===== src/rtl/shbus_pkg.sv =====
package shbus_pkg;
  localparam int MAX_MASTERS = 16;
  localparam int OWNER_W = 4;

  typedef struct packed {
    logic drive;
    logic [OWNER_W-1:0] owner;
  } busCtl_t;
endpackage


===== src/rtl/shbus_arb_ctrl.sv =====
module shbus_arb_ctrl
  import shbus_pkg::*;
#(
  parameter int NUM_MASTERS = 4
) (
  input  logic                   clk,
  input  logic                   rstN,
  input  logic                   lruMode,
  input  logic [NUM_MASTERS-1:0] reqIn,
  input  logic [NUM_MASTERS-1:0] lockIn,
  output logic [NUM_MASTERS-1:0] grantOut,
  output busCtl_t                ctlOut
);
  localparam int LAST = NUM_MASTERS - 1;

  logic [NUM_MASTERS-1:0] grantQ;
  logic [OWNER_W-1:0]     ownerQ;
  logic [OWNER_W-1:0]     rankQ    [NUM_MASTERS];
  logic [OWNER_W-1:0]     rankNext [NUM_MASTERS];
  logic [OWNER_W-1:0]     pickIdx;
  logic [OWNER_W-1:0]     posIdx;
  logic                   found;
  logic                   busy;
  logic                   releasing;

  assign busy      = |grantQ;
  assign releasing = busy && ((grantQ & lockIn) == '0);

  // Winner selection: lowest index, or highest rank in the LRU list.
  always_comb begin
    pickIdx = '0;
    found   = 1'b0;
    if (!lruMode) begin
      for (int i = LAST; i >= 0; i--) begin
        if (reqIn[i]) begin
          pickIdx = OWNER_W'(i);
          found   = 1'b1;
        end
      end
    end else begin
      for (int p = LAST; p >= 0; p--) begin
        for (int i = 0; i < NUM_MASTERS; i++) begin
          if (rankQ[p] == OWNER_W'(i) && reqIn[i]) begin
            pickIdx = OWNER_W'(i);
            found   = 1'b1;
          end
        end
      end
    end
  end

  // Ranking list after the owner moves to the bottom.
  always_comb begin
    posIdx = '0;
    for (int p = 0; p < NUM_MASTERS; p++) begin
      if (rankQ[p] == ownerQ) posIdx = OWNER_W'(p);
    end
    for (int p = 0; p < LAST; p++) begin
      rankNext[p] = (OWNER_W'(p) < posIdx) ? rankQ[p] : rankQ[p+1];
    end
    rankNext[LAST] = ownerQ;
  end

  always_ff @(posedge clk) begin
    if (!rstN) begin
      grantQ <= '0;
      ownerQ <= '0;
      for (int p = 0; p < NUM_MASTERS; p++) rankQ[p] <= OWNER_W'(p);
    end else if (busy) begin
      if (releasing) begin
        grantQ <= '0;
        for (int p = 0; p < NUM_MASTERS; p++) rankQ[p] <= rankNext[p];
      end
    end else if (found) begin
      grantQ <= NUM_MASTERS'(1) << pickIdx;
      ownerQ <= pickIdx;
    end
  end

  assign grantOut     = grantQ;
  assign ctlOut.drive = busy;
  assign ctlOut.owner = ownerQ;

  assert_grant_onehot_R4: assert property (@(posedge clk) disable iff (!rstN)
    $onehot0(grantQ));

  assert_grant_needs_request_R4: assert property (@(posedge clk) disable iff (!rstN)
    (grantQ != '0 && $past(grantQ) == '0) |-> ((grantQ & $past(reqIn)) == grantQ));

  assert_hold_under_lock_R5: assert property (@(posedge clk) disable iff (!rstN)
    (grantQ != '0 && (grantQ & lockIn) != '0) |=> $stable(grantQ));

  assert_release_clears_R8: assert property (@(posedge clk) disable iff (!rstN)
    (grantQ != '0 && (grantQ & lockIn) == '0) |=> grantQ == '0);

  assert_idle_stays_idle_R6: assert property (@(posedge clk) disable iff (!rstN)
    (grantQ == '0 && reqIn == '0) |=> grantQ == '0);
endmodule


===== src/rtl/shbus_andor_mux.sv =====
module shbus_andor_mux
  import shbus_pkg::*;
#(
  parameter int NUM_MASTERS = 4,
  parameter int ADDR_W = 32,
  parameter int DATA_W = 32
) (
  input  logic                          clk,
  input  logic                          rstN,
  input  busCtl_t                       ctlIn,
  input  logic [NUM_MASTERS*ADDR_W-1:0] mAddr,
  input  logic [NUM_MASTERS*DATA_W-1:0] mWrData,
  input  logic [NUM_MASTERS-1:0]        mWrite,
  output logic [ADDR_W-1:0]             busAddr,
  output logic [DATA_W-1:0]             busWrData,
  output logic                          busWrite
);
  logic [NUM_MASTERS-1:0] selVec;

  genvar g;
  generate
    for (g = 0; g < NUM_MASTERS; g++) begin : g_sel
      assign selVec[g] = ctlIn.drive && (ctlIn.owner == OWNER_W'(g));
    end
  endgenerate

  // Each master is gated by its select, then all are ORed together.
  always_comb begin
    busAddr   = '0;
    busWrData = '0;
    busWrite  = 1'b0;
    for (int i = 0; i < NUM_MASTERS; i++) begin
      busAddr   = busAddr   | (mAddr[i*ADDR_W +: ADDR_W]   & {ADDR_W{selVec[i]}});
      busWrData = busWrData | (mWrData[i*DATA_W +: DATA_W] & {DATA_W{selVec[i]}});
      busWrite  = busWrite  | (mWrite[i] & selVec[i]);
    end
  end

  assert_idle_bus_zero_R6: assert property (@(posedge clk) disable iff (!rstN)
    !ctlIn.drive |-> (busAddr == '0 && busWrData == '0 && !busWrite));

  assert_select_single_R7: assert property (@(posedge clk) disable iff (!rstN)
    $onehot0(selVec));
endmodule


===== src/rtl/shared_bus_arbiter.sv =====
module shared_bus_arbiter
  import shbus_pkg::*;
#(
  parameter int NUM_MASTERS = 4,
  parameter int ADDR_W = 32,
  parameter int DATA_W = 32
) (
  input  logic                          clk,
  input  logic                          rstN,
  input  logic                          lruMode,
  input  logic [NUM_MASTERS-1:0]        reqIn,
  input  logic [NUM_MASTERS-1:0]        lockIn,
  input  logic [NUM_MASTERS*ADDR_W-1:0] mAddr,
  input  logic [NUM_MASTERS*DATA_W-1:0] mWrData,
  input  logic [NUM_MASTERS-1:0]        mWrite,
  output logic [NUM_MASTERS-1:0]        grantOut,
  output logic                          busBusy,
  output logic [ADDR_W-1:0]             busAddr,
  output logic [DATA_W-1:0]             busWrData,
  output logic                          busWrite
);
  busCtl_t busCtl;

  shbus_arb_ctrl #(.NUM_MASTERS(NUM_MASTERS)) u_ctrl (
    .clk(clk), .rstN(rstN), .lruMode(lruMode), .reqIn(reqIn),
    .lockIn(lockIn), .grantOut(grantOut), .ctlOut(busCtl)
  );

  shbus_andor_mux #(.NUM_MASTERS(NUM_MASTERS), .ADDR_W(ADDR_W), .DATA_W(DATA_W)) u_mux (
    .clk(clk), .rstN(rstN), .ctlIn(busCtl), .mAddr(mAddr), .mWrData(mWrData),
    .mWrite(mWrite), .busAddr(busAddr), .busWrData(busWrData), .busWrite(busWrite)
  );

  assign busBusy = busCtl.drive;
endmodule


===== config.mk =====
export PLATFORM = sky130hd
export DESIGN_NAME = shared_bus_arbiter
export DESIGN_NICKNAME = d
export VERILOG_FILES = /design/src/rtl/shbus_pkg.sv /design/src/rtl/shbus_arb_ctrl.sv /design/src/rtl/shbus_andor_mux.sv /design/src/rtl/shared_bus_arbiter.sv
export SDC_FILE = /design/constraint.sdc
export NUM_CORES = 1
export LEC_CHECK = 0
export BUFFER_PORTS_ARGS = -buffer_cell sky130_fd_sc_hd__buf_2
export CAP_MARGIN = 20
export CORE_AREA = 8 8 127 129
export CTS_BUF_LIST = sky130_fd_sc_hd__clkbuf_16
export CTS_CLUSTER_SIZE = 25
export DETAILED_ROUTE_END_ITERATION = 12
export DIE_AREA = 0 0 135 137
export PLACE_DENSITY = 0.51
export SLEW_MARGIN = 20
export SYNTH_ARGS = -nofsm -noshare
export SYNTH_HDL_FRONTEND = slang
export SYNTH_SLANG_ARGS = --single-unit

===== constraint.sdc =====
create_clock -name clk -period 2.1 [get_ports clk]
set_input_delay 0.315 -clock clk [delete_from_list [all_inputs] [get_ports clk]]
set_output_delay 0.315 -clock clk [all_outputs]
set_load 0.02 [all_outputs]

# [After elaboration in Yosys (flattened, before gate mapping)]
# Memories as Yosys holds them, arrays and structs flattened.
# Index checks and enable logic that the tools add are counted.
[op_classes] n_lt_le_gt_ge=3 n_eq_ne=19 n_shift=1 mux=59 n_bitwise=27 n_reduce_logical=31
[ops] op="$and A32 B32 Y32" count=8
[ops] op="$or A32 B32 Y32" count=6
[ops] op="$mux W4" count=11
[ops] op="$eq A4 B2 Y1 const B" count=10
[ops] op="$mux W2" count=20
[ops] op="$mux W1" count=28
[ops] op="$logic_not A4 Y1" count=6
[ops] op="$logic_and A1 B1 Y1" count=21
[ops] op="$eq A4 B1 Y1 const B" count=5
[ops] op="$eq A4 B4 Y1" count=3
[ops] op="$or A1 B1 Y1" count=7
[ops] op="$and A1 B1 Y1" count=4
[ops] op="$and A4 B4 Y4" count=1
[ops] op="$lt A1 B2 Y1 const A" count=2
[ops] op="$reduce_and A2 Y1" count=2
[ops] op="$reduce_or A4 Y1" count=1
[ops] op="$shl A1 B4 Y4 const A" count=1
[ops] op="$lt A2 B2 Y1 const A" count=1
[ops] op="$ne A2 B2 Y1 const B" count=1
[ops] op="$reduce_bool A2 Y1" count=1
[ops] op="$not A1 Y1" count=1
[totals] ff_bits=8 ram_bits=16 wordCells=143 n_memories=1
[memory_table] name="u_ctrl.rankQ" depth=4 word_bits=4 rd=4 rd_clocked_by_memory_dff=0 write_ports=4 line_no="shbus_arb_ctrl.sv:18" rtl="logic [OWNER_W-1:0] rankQ [NUM_MASTERS];"

# [Logic depth before layout (Yosys ltp)]
# An unclocked memory read counts as a cell.
[depth] ltp_word=22 mapped_depth=7 depth_no_buf=6

# [Cells and area by module]
# Synthesis repeated with hierarchy kept, for this count alone.
[unflattened] cells_unflattened=351 area_unflattened_um2=3130.5
[by_module_without_submodules] module="shbus_andor_mux" n_inst=1 cells_each=226 area_per_inst_um2=1939.4 seq_area_each_um2=0.0
[by_module_without_submodules] module="shbus_arb_ctrl" n_inst=1 cells_each=125 area_per_inst_um2=1191.1 seq_area_each_um2=360.3

# [Worst setup path before layout]
# OpenSTA, ideal clock, no wires.
[synth_timing] path_type="flip-flop to output port" startpoint="register u_ctrl.grantQ[3], in the netlist u_ctrl.grantOut[3]" endpoint="output port busAddr[13]" arrival_time_ps=1829 required_time_ps=1785 setup_slack_ps=-44 stages_incl_launch_ff=7 n_path_buf=1 cell_sequence="dfxtp_1 nor4_4 inv_2 and3_1 buf_2 a22o_1 a221o_1"
[synth_via] elab_chain_len=6 word_cells_on_any_way=12 cone_classes="7 x bitwise; 5 x reduce/logical"
[synth_rtl] element="start: declaration" line_no="shbus_arb_ctrl.sv:16" rtl="logic [NUM_MASTERS-1:0] grantQ;"
[synth_rtl] element="start signal: assignment" line_no="shbus_arb_ctrl.sv:75" rtl="grantQ <= NUM_MASTERS'(1) << pickIdx;"
[synth_rtl] element="$reduce_or A4 Y1 *" line_no="shbus_arb_ctrl.sv:26" rtl="assign busy = |grantQ;"
[synth_rtl] element="net busBusy" line_no="shared_bus_arbiter.sv:17" rtl="output logic busBusy,"
[synth_rtl] element="$logic_and A1 B1 Y1" line_no="shbus_andor_mux.sv:23" rtl="assign selVec[g] = ctlIn.drive && (ctlIn.owner == OWNER_W'(g));"
[synth_rtl] element="$and A32 B32 Y32" line_no="shbus_andor_mux.sv:33" rtl="busAddr = busAddr | (mAddr[i*ADDR_W +: ADDR_W] & {ADDR_W{selVec[i]}});"
[synth_rtl] element="$or A32 B32 Y32 (2 in series)" line_no="shbus_andor_mux.sv:33"
[synth_rtl] element="$or A32 B32 Y32 *" line_no="shbus_andor_mux.sv:33"
[synth_rtl] element="end: declaration" line_no="shared_bus_arbiter.sv:18" rtl="output logic [ADDR_W-1:0] busAddr,"
# Mark *: on every way through the listed nets, which the timed path passes. The rest lies on a longest branch.

# [Worst setup path in the final report]
[layout_timing] startpoint="register u_ctrl.grantQ[0], in the netlist u_ctrl.grantOut[0]" endpoint="output port busWrData[27]"
[layout_via] elab_chain_len=6 word_cells_on_any_way=12 cone_classes="7 x bitwise; 5 x reduce/logical"
[layout_rtl] element="$reduce_or A4 Y1 *" line_no="shbus_arb_ctrl.sv:26"
[layout_rtl] element="$logic_and A1 B1 Y1" line_no="shbus_andor_mux.sv:23"
[layout_rtl] element="$and A32 B32 Y32" line_no="shbus_andor_mux.sv:34" rtl="busWrData = busWrData | (mWrData[i*DATA_W +: DATA_W] & {DATA_W{selVec[i]}});"
[layout_rtl] element="$or A32 B32 Y32 (2 in series)" line_no="shbus_andor_mux.sv:34"
[layout_rtl] element="$or A32 B32 Y32 *" line_no="shbus_andor_mux.sv:34"
[layout_rtl] element="end: declaration" line_no="shared_bus_arbiter.sv:19" rtl="output logic [DATA_W-1:0] busWrData,"
# Mark *: on every way between the ends. The rest lies on a longest branch, timed or not.

==> impl_results.md <==
- Skew final: 0.002749 ns
- Sequential Power Share: under 10%
- Total Wirelength: about 20,000 µm
- Worst VDD drop: approximately 0.75 mV
- Worst hold margin: ~0.43 ns
- Setup ws final: -0.2309 ns
- CP required: around 1.8 ns
- H-tree depth: 1
- Final setup fails: 65
- Nets@finish: 902
- Top-area cell type share of the netlist area: between 20% and 30%
- Ports: 341
- EDFF count, synth: 8
- Power per Cell Area: 1687 nW/µm²
- CTS buffer count: 3
- Chip height: between 100 and 150 µm
- Place WS: -0.001412 ns
- Fillers: about 1,500
- Cell Area, Synth: about 2400 µm²
- CTS tree: built
- Clk Latency, worst-skew pair: between 0.2 and 0.25 ns
- Register area share after synthesis: 14.72%
- Clock tree buffer depth: 2
- Crit-path max FO: 38
- Crit path capture type: primary output
- Synth Flop Type: edfxtp_1
- Drt wl/cell: 24.21 µm
- Relative slew slack: approximately 65%
- Final period util: 111.0%
- DRC errors left: 0
- Final Core Density: a little over a third
- CTS Hold Bufs: 0
- Port-buffer cells: 340
- Initial antenna violation count: 18
- Power Total: 8.612 mW
- Synth Instances: between 200 and 300
- Global route overflow: 0
- Initial Util: between 15 and 20%
- Vias per cell: 5.046
- Failing checks: negative setup slack
- Synth area leaders: a221o_1 (27%), a22o_1 (24%), edfxtp_1 (9.8%)
- FP Rows: 44
- Worst setup path category: reg -> out
- Status: complete, but fails checks
- Yosys warning count: 0
- Worst-path cell with the longest stage delay: dfxtp_2
- Final min period: roughly 2.3 ns
- Max-cap check violation count: 0
- Fmax: ~0.43 GHz
- Post-synth top area cell: a221o_1
- Pin count of the biggest net entering global routing: 42
- Post-route cell area: 5104 µm²
- Comb pwr share: about nine tenths
- Synthesized flop and latch total: 14
- Drt pass-1 iters: 8
- Share of layout cells above drive strength 1: around 66%
- First-pass GRT wire length: 25,630 µm
- Routability congestion estimate: ~0.94
- Vias in the first global route: between 4,000 and 5,000
- DRT iter0 DRCs: around 270
- Area overhead of the layout relative to synthesis: 108.4%
- LEAKAGE: approximately 2.7 nW
- Min-delay worst type: in -> reg
- Detailed placement HPWL: 16,630 µm
- CP Launch Type: flop
- CP max stage delay: 0.33 ns
- Number of antenna-violating nets in the routed design: 0
- Slew Viols, Final: 0
- Die Area: between 15,000 and 20,000 µm²
- Clock root buffer: clkbuf_16
- Post-DP Area: roughly 4500 µm²
- Post-synth ARST share: 0%
- Total track usage: roughly 18%
- CP Data Arrival Time: a little over 2 ns
- Die Wd: 135 µm
- Commonest cells post-synth: a221o_1 (66), a22o_1 (66), buf_2 (23), nand2_1 (11), edfxtp_1 (8)
- Net Count, Synth: between 500 and 600
- CP cell instances: nor4_4, buf_4, nor3b_4, buf_12, a22o_1, a221o_1, buf_2
- Psw: 4.225 mW
- Clk sinks: 14
- Slew @ Worst Pin: 0.5306 ns
- Clk slew on worst S/H paths: about 0.050 ns
- Clk pwr share: under 10%
- Switching part of the total: between 40% and 50%
- Cell variety after synth: 48
- Core footprint: between 10,000 and 15,000 µm²
- Via count: 4,153
- RSZ-0062 raised after global routing: true
- Final-report hold violation count: 0
- Post-Syn Area per Cell: between 8 and 9 µm²
- Int Power: roughly 4.4 mW
## final cells by class
class | instances | area [µm²] | area share [%]
flip-flops and latches | 14 | 365.4 | 7.159
multi-input cells | 218 | 1921 | 37.63
repair buffers | 388 | 2464 | 48.27
clock inverters | 1 | 3.754 | 0.07355
inverters | 6 | 22.52 | 0.4413
diodes | 9 | 22.52 | 0.4413
well taps | 184 | 230.2 | 4.511
clock buffers | 3 | 75.07 | 1.471
## path summary, 6_finish.rpt
check,to,slack [ns],cells after the start,start
worst max-delay path,busWrData[27],-0.23,7,u_ctrl.grantOut[0]$_SDFFE_PN0P_
worst max register to register,u_ctrl.rankQ[0][0]$_SDFFCE_PN0P_,0.04,8,u_ctrl.grantOut[3]$_SDFFE_PN0P_
worst min register to register,u_ctrl.grantOut[2]$_SDFFE_PN0P_,0.61,3,u_ctrl.grantOut[2]$_SDFFE_PN0P_
worst min-delay path,u_ctrl.grantOut[3]$_SDFFE_PN0P_,0.43,3,rstN
## metrics by stage
stage,cells,TNS [ns]
5_1_grt,819,-16.38
3_5_place_dp,792,-0.001412
4_1_cts,801,-12.03
3_3_place_gp,792,-0.005859
2_1_floorplan,275,0
6_report,823,-11.97
## timing repair
action / CTS / global route
setup endpoints to repair: 67 / 69
pin swaps: 7 / 14
hold endpoints to repair: 0 / 0
resized for setup: 24 / 46
setup buffers: 3 / 9
gates cloned: 2 / 4
## placed cells by master, fill, tap and decap left out, types with 3 or more instances in the layout
| cell type | synthesis | routed |
|---|---|---|
| a221o_1 | 66 | 66 |
| a22o_1 | 66 | 66 |
| and3_1 | 5 | 4 |
| buf_12 | 0 | 9 |
| buf_2 | 23 | 314 |
| buf_4 | 1 | 29 |
| buf_6 | 4 | 29 |
| clkbuf_16 | 0 | 8 |
| dfxtp_2 | 0 | 4 |
| diode_2 | 0 | 9 |
| edfxtp_1 | 8 | 8 |
| inv_1 | 5 | 5 |
| mux2i_1 | 7 | 7 |
| nand2_1 | 11 | 10 |
| nand2b_1 | 7 | 7 |
| nor2_1 | 5 | 3 |
| nor2b_1 | 4 | 4 |
| o21ai_0 | 5 | 5 |
| o21ai_2 | 3 | 3 |
| xnor2_1 | 4 | 4 |
## logic make-up (layout without fill, tap and decap cells)
group                  count (synthesis)  after routing  share of synthesized area (%)
XOR/XNOR                               6              6                          2.146
flip-flops                            14             14                          14.72
other                                  0              9                              0
AND/OR/NAND/NOR                       42             42                          9.760
AO/OA/AOI/OAI                        159            159                          58.87
multiplexers                          11             11                          5.314
buffers and inverters                 43            398                          9.198
## flip-flops by register name, summed over array words and instances, names as in the netlist
| name | count |
|---|---|
| u_ctrl.ownerQ | 2 |
| u_ctrl.grantOut | 4 |
| u_ctrl.rankQ | 8 |
## critical path: cells and delay by family (launching register included)
family	cells	cell delay, ns
and+or+nand+nor	2	0.36
buffers and inverters	3	0.53
DFF	1	0.33
AOI/OAI and AO/OA	2	0.53
## routing by layer
layer	GRT usage (%)	vias to the layer above	wire, µm
met2	29.91	260	9457
met1	20.43	1911	7271
li1	-	1925	-
met4	4.935	18	318
met5	0	-	117
met3	9.692	39	2763
## power by group through the flow
stage | logic, mW | clock network, mW | registers, mW
after CTS | 7.07 | 0.368 | 0.643
after detailed placement | 6.71 | 0 | 0.640
final | 7.61 | 0.360 | 0.646
after global placement | 6.70 | 0 | 0.642
after global routing | 8.02 | 0.381 | 0.672
after floorplan | 4.41 | 0 | 0.579
Note: power is estimated with default switching activity, not from simulation.
